**src/rtl/park_pkg.sv**
```systemverilog
package park_pkg;
    localparam int BCD_W = 4;
    typedef logic [BCD_W-1:0] bcd_t;
    typedef enum logic {
        DIR_DOWN = 1'b0,
        DIR_UP   = 1'b1
    } dir_e;
endpackage

```
**src/rtl/park_edge_sync.sv**
```systemverilog
module park_edge_sync #(
    parameter int STAGES = 2
) (
    input  logic clk,
    input  logic rst_n,
    input  logic din,
    output logic rise
);
    typedef struct packed {
        logic [STAGES-1:0] sync;
        logic              prev;
    } sync_t;

    sync_t st_d, st_q;

    always_comb begin
        st_d      = st_q;
        st_d.sync = {st_q.sync[STAGES-2:0], din};
        st_d.prev = st_q.sync[STAGES-1];
        rise      = st_q.sync[STAGES-1] & ~st_q.prev;
    end

    always_ff @(posedge clk or negedge rst_n) begin
        if (!rst_n) st_q <= '0;
        else        st_q <= st_d;
    end

    AST_SINGLE_RISE: assert property (@(posedge clk) disable iff (!rst_n)
        rise |=> !rise);
endmodule

```
**src/rtl/park_bcd_digit.sv**
```systemverilog
module park_bcd_digit
    import park_pkg::*;
(
    input  logic clk,
    input  logic rst_n,
    input  logic step_en,
    input  logic count_up,
    output bcd_t digit,
    output logic wrap
);
    bcd_t dig_d, dig_q;

    always_comb begin
        dig_d = dig_q;
        wrap  = count_up ? (dig_q == bcd_t'(9)) : (dig_q == bcd_t'(0));
        if (step_en) begin
            if (count_up) dig_d = wrap ? bcd_t'(0) : dig_q + bcd_t'(1);
            else          dig_d = wrap ? bcd_t'(9) : dig_q - bcd_t'(1);
        end
        digit = dig_q;
    end

    always_ff @(posedge clk or negedge rst_n) begin
        if (!rst_n) dig_q <= '0;
        else        dig_q <= dig_d;
    end

    AST_DIGIT_RANGE: assert property (@(posedge clk) disable iff (!rst_n)
        dig_q <= bcd_t'(9));
    AST_DIGIT_UP_WRAP: assert property (@(posedge clk) disable iff (!rst_n)
        (step_en && count_up && dig_q == bcd_t'(9)) |=> dig_q == bcd_t'(0));
    AST_DIGIT_DN_WRAP: assert property (@(posedge clk) disable iff (!rst_n)
        (step_en && !count_up && dig_q == bcd_t'(0)) |=> dig_q == bcd_t'(9));
endmodule

```
**src/rtl/park_occupancy.sv**
```systemverilog
module park_occupancy
    import park_pkg::*;
#(
    parameter int NUM_DIGITS  = 2,
    parameter int SYNC_STAGES = 2
) (
    input  logic                        clk,
    input  logic                        rst_n,
    input  logic                        entry_sense,
    input  logic                        exit_sense,
    output logic [NUM_DIGITS*BCD_W-1:0] occ_bcd,
    output logic                        full_sign,
    output logic                        gate_lower
);
    localparam int DIG_W = NUM_DIGITS * BCD_W;

    typedef struct packed {
        dir_e dir;
        logic full;
    } ctl_t;

    ctl_t ctl_d, ctl_q;

    logic                  ent_rise, ext_rise;
    logic                  take_up, take_dn, count_up, all_zero;
    logic [NUM_DIGITS:0]   chain_en;
    logic [NUM_DIGITS-1:0] dig_wrap;
    logic [NUM_DIGITS-1:0] dig_zero;
    logic [DIG_W-1:0]      digits;

    park_edge_sync #(.STAGES(SYNC_STAGES)) u_entry_sync (
        .clk(clk), .rst_n(rst_n), .din(entry_sense), .rise(ent_rise)
    );
    park_edge_sync #(.STAGES(SYNC_STAGES)) u_exit_sync (
        .clk(clk), .rst_n(rst_n), .din(exit_sense), .rise(ext_rise)
    );

    generate
        for (genvar g = 0; g < NUM_DIGITS; g++) begin : g_digit
            bcd_t d;
            park_bcd_digit u_digit (
                .clk(clk), .rst_n(rst_n),
                .step_en(chain_en[g]), .count_up(count_up),
                .digit(d), .wrap(dig_wrap[g])
            );
            assign digits[g*BCD_W +: BCD_W] = d;
            assign dig_zero[g]              = (d == bcd_t'(0));
            assign chain_en[g+1]            = chain_en[g] & dig_wrap[g];
        end
    endgenerate

    always_comb begin
        ctl_d    = ctl_q;
        all_zero = &dig_zero;
        if (ent_rise && !ext_rise)      ctl_d.dir = DIR_UP;
        else if (ext_rise && !ent_rise) ctl_d.dir = DIR_DOWN;
        count_up = (ctl_d.dir == DIR_UP);
        take_up  = ent_rise & ~ext_rise & ~ctl_q.full;
        take_dn  = ext_rise & ~ent_rise & ~(~ctl_q.full & all_zero);
        chain_en[0] = take_up | take_dn;
        if (take_up && chain_en[NUM_DIGITS]) ctl_d.full = 1'b1;
        if (take_dn && ctl_q.full)           ctl_d.full = 1'b0;
    end

    always_ff @(posedge clk or negedge rst_n) begin
        if (!rst_n) ctl_q <= '{dir: DIR_DOWN, full: 1'b0};
        else        ctl_q <= ctl_d;
    end

    assign occ_bcd    = digits;
    assign full_sign  = ctl_q.full;
    assign gate_lower = ctl_q.full;

    AST_FULL_DIGITS_ZERO: assert property (@(posedge clk) disable iff (!rst_n)
        full_sign |-> occ_bcd == '0);
    AST_BOTH_HOLD: assert property (@(posedge clk) disable iff (!rst_n)
        (ent_rise && ext_rise) |=> ($stable(occ_bcd) && $stable(full_sign)));
    AST_EMPTY_EXIT_IGNORED: assert property (@(posedge clk) disable iff (!rst_n)
        (ext_rise && !ent_rise && !full_sign && occ_bcd == '0) |=> (occ_bcd == '0 && !full_sign));
    AST_FULL_ENTRY_IGNORED: assert property (@(posedge clk) disable iff (!rst_n)
        (ent_rise && !ext_rise && full_sign) |=> (full_sign && occ_bcd == '0));
    AST_FULL_EXIT_CLEARS: assert property (@(posedge clk) disable iff (!rst_n)
        (ext_rise && !ent_rise && full_sign) |=> (!full_sign && occ_bcd == {NUM_DIGITS{4'd9}}));
    AST_NO_STEP_IDLE: assert property (@(posedge clk) disable iff (!rst_n)
        (!ent_rise && !ext_rise) |=> ($stable(occ_bcd) && $stable(full_sign)));
endmodule

```
**config.mk**
```make
export PLATFORM = sky130hd
export DESIGN_NAME = park_occupancy
export DESIGN_NICKNAME = d
export VERILOG_FILES = /design/src/rtl/park_pkg.sv /design/src/rtl/park_edge_sync.sv /design/src/rtl/park_bcd_digit.sv /design/src/rtl/park_occupancy.sv
export SDC_FILE = /design/constraint.sdc
export NUM_CORES = 1
export LEC_CHECK = 0
export ABC_AREA = 1
export BUFFER_PORTS_ARGS = -buffer_cell sky130_fd_sc_hd__buf_2
export CAP_MARGIN = 30
export CORE_AREA = 10 10 53 55
export CTS_CLUSTER_SIZE = 24
export DETAILED_ROUTE_END_ITERATION = 10
export DIE_AREA = 0 0 63 65
export PLACE_DENSITY = 0.82
export SYNTH_ARGS = -nofsm -noshare
export SYNTH_HDL_FRONTEND = slang
export SYNTH_SLANG_ARGS = --single-unit
```
**constraint.sdc**
```tcl
create_clock -name clk -period 3.8 [get_ports clk]
set_input_delay 0.38 -clock clk [delete_from_list [all_inputs] [get_ports clk]]
set_output_delay 0.38 -clock clk [all_outputs]
set_load 0.02 [all_outputs]
```
# After elaboration in Yosys (flattened, before gate mapping)
# Cells that the tools add are included.
# word_totals
regBits	16
inputBits	4
output_inout_bits	10
word_cells	52
# classes
add_sub_neg	4
eq_ne	2
n_mux	12
bitwise	16
n_reduce_logical	10
# op_table
operator	n
4-bit 2-to-1 mux	6
1-bit bitwise AND	9
4-bit by 1-bit adder with 4-bit output, second input constant	2
4-bit == test, second input constant	2
4-bit zero test	2
4-bit by 1-bit subtractor with 4-bit output, second input constant	2
1-bit 2-to-1 mux	6
1-bit inverter	6
1-bit logical AND	4
1-bit zero test	2
2-bit AND reduction	1
2-bit nonzero test	1
1-bit OR	1

# Depth between registers and ports, before layout
# Gate-level depths: netlist of the first run.
# logic_depth
depth_word	12
depth_mapped	10
depth_no_buf	10

# Modules after synthesis
# A second synthesis of the first run with hierarchy kept.
# unflattened
hier_cells	148
hier_area_um2	1038.5
# modules_own_cells
module	instances	cells_per_inst	area_each_um2	seq_area_each_um2
park_bcd_digit	2	55	351.6	100.1
park_edge_sync	2	5	85.1	75.1
park_occupancy	1	28	165.2	50.0

# Worst setup path after synthesis of the first run
# OpenSTA, ideal clock, no wires.
# synth_timing
kind	register -> register
start	register g_digit[0].u_digit.dig_q[0]
end	register g_digit[0].u_digit.dig_q[0]
setup_time_ps	118
arrival_time_ps	1452
t_required_ps	3682
path_slack_ps	2231
path_stages_with_launch	11
n_path_buf	0
period_less_slack_ps	1569
cell_sequence	dfrtp_1 inv_1 ha_1 nand3_4 inv_2 nand3_2 nand2_1 nand2_2 nand2_1 a21oi_1 nor2_1
# synth_via
elab_chain_cells	6
elab_cells_between_ends	13
cone_classes	add/sub (2); eq/ne (1); mux (4); bitwise (4); reduce/logical (2)
# synth_lines
item	line	rtl
start: declaration	park_bcd_digit.sv:11	bcd_t dig_d, dig_q;
start signal: assignment	park_bcd_digit.sv:25	else dig_q <= dig_d;
branches (longest 6 deep; another with 4-bit by 1-bit subtractor with 4-bit output)	--	
# Several ways; the timed one is not identified.
# A chain may end at the register's enable or synchronous reset.

# Final worst setup path of the first run
# layout_timing
start	register g_digit[0].u_digit.dig_q[1]
end	register g_digit[1].u_digit.dig_q[1]
# layout_via
elab_chain_cells	7
elab_cells_between_ends	9
cone_classes	eq/ne (1); mux (1); bitwise (5); reduce/logical (2)
# layout_lines
item	line	rtl
4-bit zero test	park_bcd_digit.sv:15, park_occupancy.sv:47	
2-bit AND reduction	park_occupancy.sv:54	all_zero = &dig_zero;
1-bit bitwise AND	park_occupancy.sv:59	take_dn = ext_rise & ~ent_rise & ~(~ctl_q.full & all_zero);
1-bit inverter	park_occupancy.sv:59	
1-bit bitwise AND	park_occupancy.sv:59	
1-bit OR	park_occupancy.sv:60	chain_en[0] = take_up | take_dn;
1-bit bitwise AND (*)	park_occupancy.sv:48	assign chain_en[g+1] = chain_en[g] & dig_wrap[g];
end signal: assignment	park_bcd_digit.sv:25	
end: declaration	park_bcd_digit.sv:11	
# Every way passes the cells marked *; elsewhere a longest branch is shown, timed or not.

==> metrics.md, run 1 <==
| Metric | Value |
|---|---|
| Critical path class | reg2reg |
| Setup bufs post-CTS | 0 |
| Synth Cell Area | 0.001055 mm² |
| Met1 WL | 894 µm |
| Distinct cells, synth | 23 |
| TritonCTS clock tree | built |
| Layout overhead on the synthesized area | 11.03% |
| Post_cts resized | 0 |
| Seq cells post-synth | 16 |
| Critical Path RT | 4000 ps |
| Layout cell share with drive strength beyond 1 | 26.57% |
| Htree depth | 1 |
| DRC viols | 0 |
| Die W | roughly 63 µm |
| Seq/Total Area, Yosys | 37.96% |
| Clock Path Buffers | 2 |
| Clock transition at path regs | 100 ps |
| Tmin final | approximately 1700 ps |
| WL/cell | 12.30 µm |
| Routed Antenna Nets | 0 |
| Wire length on met2 | 1.086 mm |
| DP Wirelength | between 1.5 and 2 mm |
| Placer Congestion | 0.8527 |
| Worst slew margin relative to its limit | 76.09% |
| Dominant cell type by area after synthesis | dfrtp_1 |
| Fmax | 599.7 MHz |
| Placement Rows | 16 |
| HP Class | in2async |
| Synth top area cells | dfrtp_1 (38%), nand3_1 (9.5%), nand2_1 (8.5%) |
| Initial core utilization | ~57% |
| Fin. max-slew vios | 0 |
| CP arrival | between 1500 and 2000 ps |
| Via/cell ratio | 5.053 |
| Failing checks | hold timing |
| Max-Cap Viols | 0 |
| Starting DRC count in detailed routing | 23 |
| All-Layer GR Usage | between 10% and 20% |
| Commonest non-fill, non-tap cells in the layout | nand2_1 (24), nand3_1 (20), inv_1 (17) |
| RSZ-0062 raised after global routing | false |
| Largest net degree at the start of global routing | 17 |
| Setup Viol. Count Final | 0 |
| Leakage | approximately 0.63 nW |
| Initial antenna violation count | 0 |
| Worst IR drop on VDD | 0.4590 mV |
| Final Cycle Share | 43.88% |
| Router iterations before antenna repair | 4 |
| First-pass GRT wire length | approximately 3.6 mm |
| Most common cell after layout, fill and taps aside | nand2_1 |
| Top sig layer | met4 |
| Full die area | 0.004095 mm² |
| Worst slew pin tran | 358.6 ps |
| Top Ports | 14 |
| Clock skew | roughly 9.4 ps |
| Post-Syn Nets | 138 |
| Syn Inst Count | roughly 130 |
| Synth top area share | 37.96% |
| Outcome | complete, but fails checks |
| Nets@finish | 154 |
| Vias in the first global route | 901 |
| Post-Route WL | 2.091 mm |
| Final Power | 0.0008752 W |
| Port Buf Inserts | 13 |
| Minimum hold slack | -15.03 ps |
| CTS sink cnt | 16 |
| Core area | roughly 0.0019 mm² |
| Routed wl met3 | approximately 89 µm |
| CTS Hold Bufs | 0 |
| Number of CTS-inserted buffers | 3 |
| Avg Inst Size Synth | between 8 and 9 µm² |
| Grt ovf | 0 |
| Die Y | 65 µm |
| Post-Route Setup TNS | 0 ps |
| Clock Tree Root | clkbuf_4 |
| N_diodes | 0 |
| Max FO, Critical Path | 6 |
| CP endpoint kind | flop |
| P per Cell Area | around 750 mW/mm² |
| Vias | 859 |
| CP Launch Type | flop |
| Final Hold Fails | 16 |
| Clk_lat worst skew | 290 ps |
| Synth warnings | 0 |
[state kept, by name (all words and copies together), names as in the netlist]
register / flops
ctl_q: 1
u_entry_sync.st_d: 2
full_sign: 1
u_exit_sync.st_d: 2
g_digit.u_digit.digit: 8
u_exit_sync.st_q: 1
u_entry_sync.st_q: 1
[area by class of cell]
class | instances | area (µm²)
Timing Repair Buffer | 13 | 65.06
Tap cell | 27 | 33.78
Sequential cell | 16 | 400.4
Clock buffer | 4 | 36.28
Fill cell | 164 | 690.7
Multi-Input combinational cell | 89 | 555.5
Inverter | 21 | 80.08
[layer usage]
metal	track usage, %	up-vias
met5	0	-
met4	5.866	0
met3	2.749	2
met2	18.91	20
met1	11.08	404
li1	-	433
[synthesized netlist by cell type]
master    instances
nand4_1           2
nand3_1          20
buf_6             1
xor2_1            5
clkinv_2          1
a21oi_2           1
nand3_4           1
inv_2             3
nand3_2           2
o21ai_0           7
buf_4             1
nor2_4            1
ha_1              6
dfrtp_1          16
nor2_2            2
inv_1            17
o22ai_1           1
nor2_1            5
a21oi_1           1
nand2_2           4
or2_0             1
nand2_4           6
nand2_1          24
[cell families after synthesis]
logic type / count (synthesis) / share of synthesized area, %
fa+ha+maj: 6 / 7.117
flops: 16 / 37.96
buf+inv: 23 / 9.371
compound gates: 10 / 5.219
xor+xnor: 5 / 4.152
simple gates: 68 / 36.18
[worst paths after layout]
path                                              from                     endpoint  depth (start not counted)  slack [ps]
max in group asynchronous                        rst_n         u_entry_sync.st_q[0]                          1        3550
hold / removal                                   rst_n  g_digit[1].u_digit.digit[2]                          1         -20
min in group clk                            exit_sense          u_exit_sync.st_d[2]                          1         200
setup reg to reg           g_digit[0].u_digit.digit[1]  g_digit[1].u_digit.digit[1]                          8        2130
setup / recovery           g_digit[0].u_digit.digit[1]  g_digit[1].u_digit.digit[1]                          8        2130
hold reg to reg                    u_exit_sync.st_d[2]          u_exit_sync.st_d[0]                          0         360
[stage by stage]
step / area [µm²] / cells / hold slack [ps] / setup slack (ps) / util [%]
after CTS: 1171 / 170 / 2.695 / 2136 / 62.90
after floorplan: 1055 / 128 / 84.41 / 2231 / -
after detailed placement: 1135 / 166 / 321.6 / 2173 / 60.95
after global routing: 1171 / 170 / 7.594 / 2015 / 62.90
final: 1171 / 170 / -15.03 / 2132 / 62.90
after global placement: 1135 / 166 / 309.8 / 2232 / 60.95
[power breakdown]
part	switching, W	internal, W
Clock	0.0000550	0.0000582
Sequential	0.0000692	0.000217
Combinational	0.000304	0.000172
[critical path, stage by stage, from the launching register on]
cell and delay, ps:
dfrtp_1 450, inv_1 120, ha_1 240, nand3_4 120, inv_2 80, nand3_2 90
a21oi_2 220, nor2_4 70, o21ai_0 200
No activity file was read; power rests on OpenSTA's default activity.
==> run 2, diff against run 1 <==
--- a/config.mk
+++ b/config.mk
@@ -8,11 +8,11 @@
 export ABC_AREA = 1
 export BUFFER_PORTS_ARGS = -buffer_cell sky130_fd_sc_hd__buf_2
 export CAP_MARGIN = 30
-export CORE_AREA = 10 10 53 55
+export CORE_AREA = 10 10 57 59
 export CTS_CLUSTER_SIZE = 24
 export DETAILED_ROUTE_END_ITERATION = 10
-export DIE_AREA = 0 0 63 65
-export PLACE_DENSITY = 0.82
+export DIE_AREA = 0 0 67 69
+export PLACE_DENSITY = 0.73
 export SYNTH_ARGS = -nofsm -noshare
 export SYNTH_HDL_FRONTEND = slang
 export SYNTH_SLANG_ARGS = --single-unit
==> constraint.sdc (replaced) <==
create_clock -name clk -period 1.45 [get_ports clk]
set_input_delay 0.145 -clock clk [delete_from_list [all_inputs] [get_ports clk]]
set_output_delay 0.145 -clock clk [all_outputs]
set_load 0.02 [all_outputs]
==> metrics.md, run 2 (synthesized netlist as in run 1, its figures left out) <==
| Metric | Value |
|---|---|
| Outcome | complete, but fails checks |
| Failing checks | setup timing |
| Router iterations before antenna repair | 4 |
| Delay-heaviest family, CP | flip-flops |
| Grt ovf | 0 |
| Post-route cell area | ~0.0014 mm² |
| Largest net degree at the start of global routing | 17 |
| Routed wl met3 | 120 µm |
| Critical Path RT | 1630 ps |
| Placed Cells | 174 |
| Final Power | 0.002852 W |
| Initial antenna violation count | 0 |
| Core area | 0.002148 mm² |
| First-pass GRT wire length | 4.167 mm |
| Via/cell ratio | about 5 |
| Worst slew pin tran | between 300 and 400 ps |
| All-Layer GR Usage | between 10 and 15% |
| Clock power frac | 10.7% |
| Die W | 67 µm |
| Clock Tree Root | clkbuf_4 |
| Slowest-stage cell, CP | dfrtp_2 |
| Crit path cell chain | inv_2 > ha_4 > nand3_2 > inv_2 > nand3_4 > a21oi_4 > nor2_4 > nand2_1 > o21ai_0 |
| CP arrival | 1630 ps |
| Worst IR drop on VDD | 1.304 mV |
| CP bufs+invs | 2 |
| Logic pwr share | 64.6% |
| Cell Area, Placed | 0.001226 mm² |
| Worst slew margin relative to its limit | around 75% |
| Fin. max-slew vios | 0 |
| Clk_lat worst skew | 290 ps |
| Full die area | 0.004623 mm² |
| TritonCTS clock tree | built |
| Leakage | 0.7128 nW |
| Max FFs per register | 8 |
| Vias in the first global route | 965 |
| Reg2reg end | g_digit[1].u_digit.digit[0] |
| Htree depth | 1 |
| Met1 WL | 1.016 mm |
| N_diodes | 0 |
| Port Buf Inserts | 13 |
| DRC viols | 0 |
| Switching share of total power | 47.22% |
| Starting DRC count in detailed routing | 15 |
| HP Class | in2async |
| DP Wirelength | 1.805 mm |
| Most used cell, CP | inv_2 |
| Final worst-path setup slack | -0.1981 ps |
| P per Cell Area | 2041 mW/mm² |
| Clock skew | 7.052 ps |
| Net Switching | 0.001347 W |
| Layout cell share with drive strength beyond 1 | 43.40% |
| Max FO, Critical Path | 6 |
| Clock transition at path regs | 100 ps |
| RSZ-0062 raised after global routing | true |
| Vias | 938 |
| Reg2reg path depth | 9 |
| Cell Int Power | 0.001505 W |
| Commonest non-fill, non-tap cells in the layout | nand2_1 (21), nand3_1 (16), buf_2 (13) |
| Nets@finish | 170 |
| Fmax | 689.6 MHz |
| Top sig layer | met4 |
| Clock Path Buffers | 2 |
| CP endpoint kind | flop |
| Placement Rows | 17 |
| Finished Layout Cells | ~190 |
| Max-Cap Viols | 0 |
| Number of CTS-inserted buffers | 3 |
| CP Launch Type | flop |
| Part of the power in registers | 24.8% |
| Layout overhead on the synthesized area | 32.50% |
| Final Cycle Share | 100.0% |
| Most common cell after layout, fill and taps aside | nand2_1 |
| Placer Congestion | 0.8515 |
| R2R setup slack | -0.2 ps |
| Setup Viol. Count Final | 1 |
| Stages on worst setup path | 9 |
| WL/cell | 13.95 µm |
| Final Hold Fails | 0 |
| Routed Antenna Nets | 0 |
| Initial core utilization | 49.10% |
| Top Ports | 14 |
| Wire length on met2 | between 1 and 1.5 mm |
| Critical path class | reg2reg |
| Crit Reg-Reg Startpoint | g_digit[1].u_digit.digit[0] |
| Worst path max stage delay | 450 ps |
| Die Y | 69 µm |
| Tmin final | 1450 ps |
| CTS sink cnt | 16 |
| Post-Route WL | 2.608 mm |
==> run 2: cell type report <==
class | count | area (µm²)
Clock buffer | 4 | 36.28
Fill cell | 175 | 750.7
Inverter | 21 | 87.58
Multi-Input combinational cell | 89 | 628.1
Sequential cell | 16 | 405.4
Tap cell | 28 | 35.03
Timing Repair Buffer | 29 | 205.2
==> run 2: per-stage QoR <==
stage	setup WS [ps]	utilization (%)	hold slack, ps	TNS (ps)
6_report	-0.1981	65.06	291.5	-0.1981
5_1_grt	-83.02	65.06	332.0	-362.5
4_1_cts	-5.871	60.86	311.2	-6.882
3_5_place_dp	-6.506	57.08	78.21	-6.506
3_3_place_gp	36.75	57.08	75.11	0
2_1_floorplan	3.897	-	-150.6	0
==> run 2: routing by layer <==
metal | vias up | global-route usage [%]
met1 | 437 | 11.68
met4 | 0 | 3.167
met2 | 24 | 20.19
met3 | 8 | 3.060
met5 | - | 0
li1 | 469 | -
==> run 2: worst max-delay path by stage <==
stage	start	endpoint	slack, ps
after floorplan	g_digit[0].u_digit.digit[0]	g_digit[1].u_digit.digit[1]	4
after global placement	g_digit[0].u_digit.digit[0]	g_digit[0].u_digit.digit[0]	40
after detailed placement	g_digit[0].u_digit.digit[0]	g_digit[1].u_digit.digit[1]	-7
after CTS	g_digit[0].u_digit.digit[0]	g_digit[0].u_digit.digit[0]	-6
after global routing	g_digit[1].u_digit.digit[1]	g_digit[1].u_digit.digit[0]	-80
final	g_digit[1].u_digit.digit[0]	g_digit[1].u_digit.digit[0]	-0.2
==> run 2: power by group through the flow <==
stage               logic [W]  registers [W]  clock network [W]
global route          0.00206       0.000723           0.000325
global placement      0.00152       0.000699                  0
detailed placement    0.00157       0.000709                  0
CTS                   0.00164       0.000690           0.000303
floorplan            0.000940       0.000871                  0
finish                0.00184       0.000707           0.000304
==> run 2: what timing repair did <==
| action | 4_1_cts | 5_1_grt |
|---|---|---|
| setup buffers | 2 | 4 |
| pin swaps | 1 | 9 |
| endpoints found under the setup margin | 7 | 8 |
| gates resized for setup | 0 | 18 |
| hold buffers | 3 | 0 |
| hold endpoints to repair | 18 | 0 |
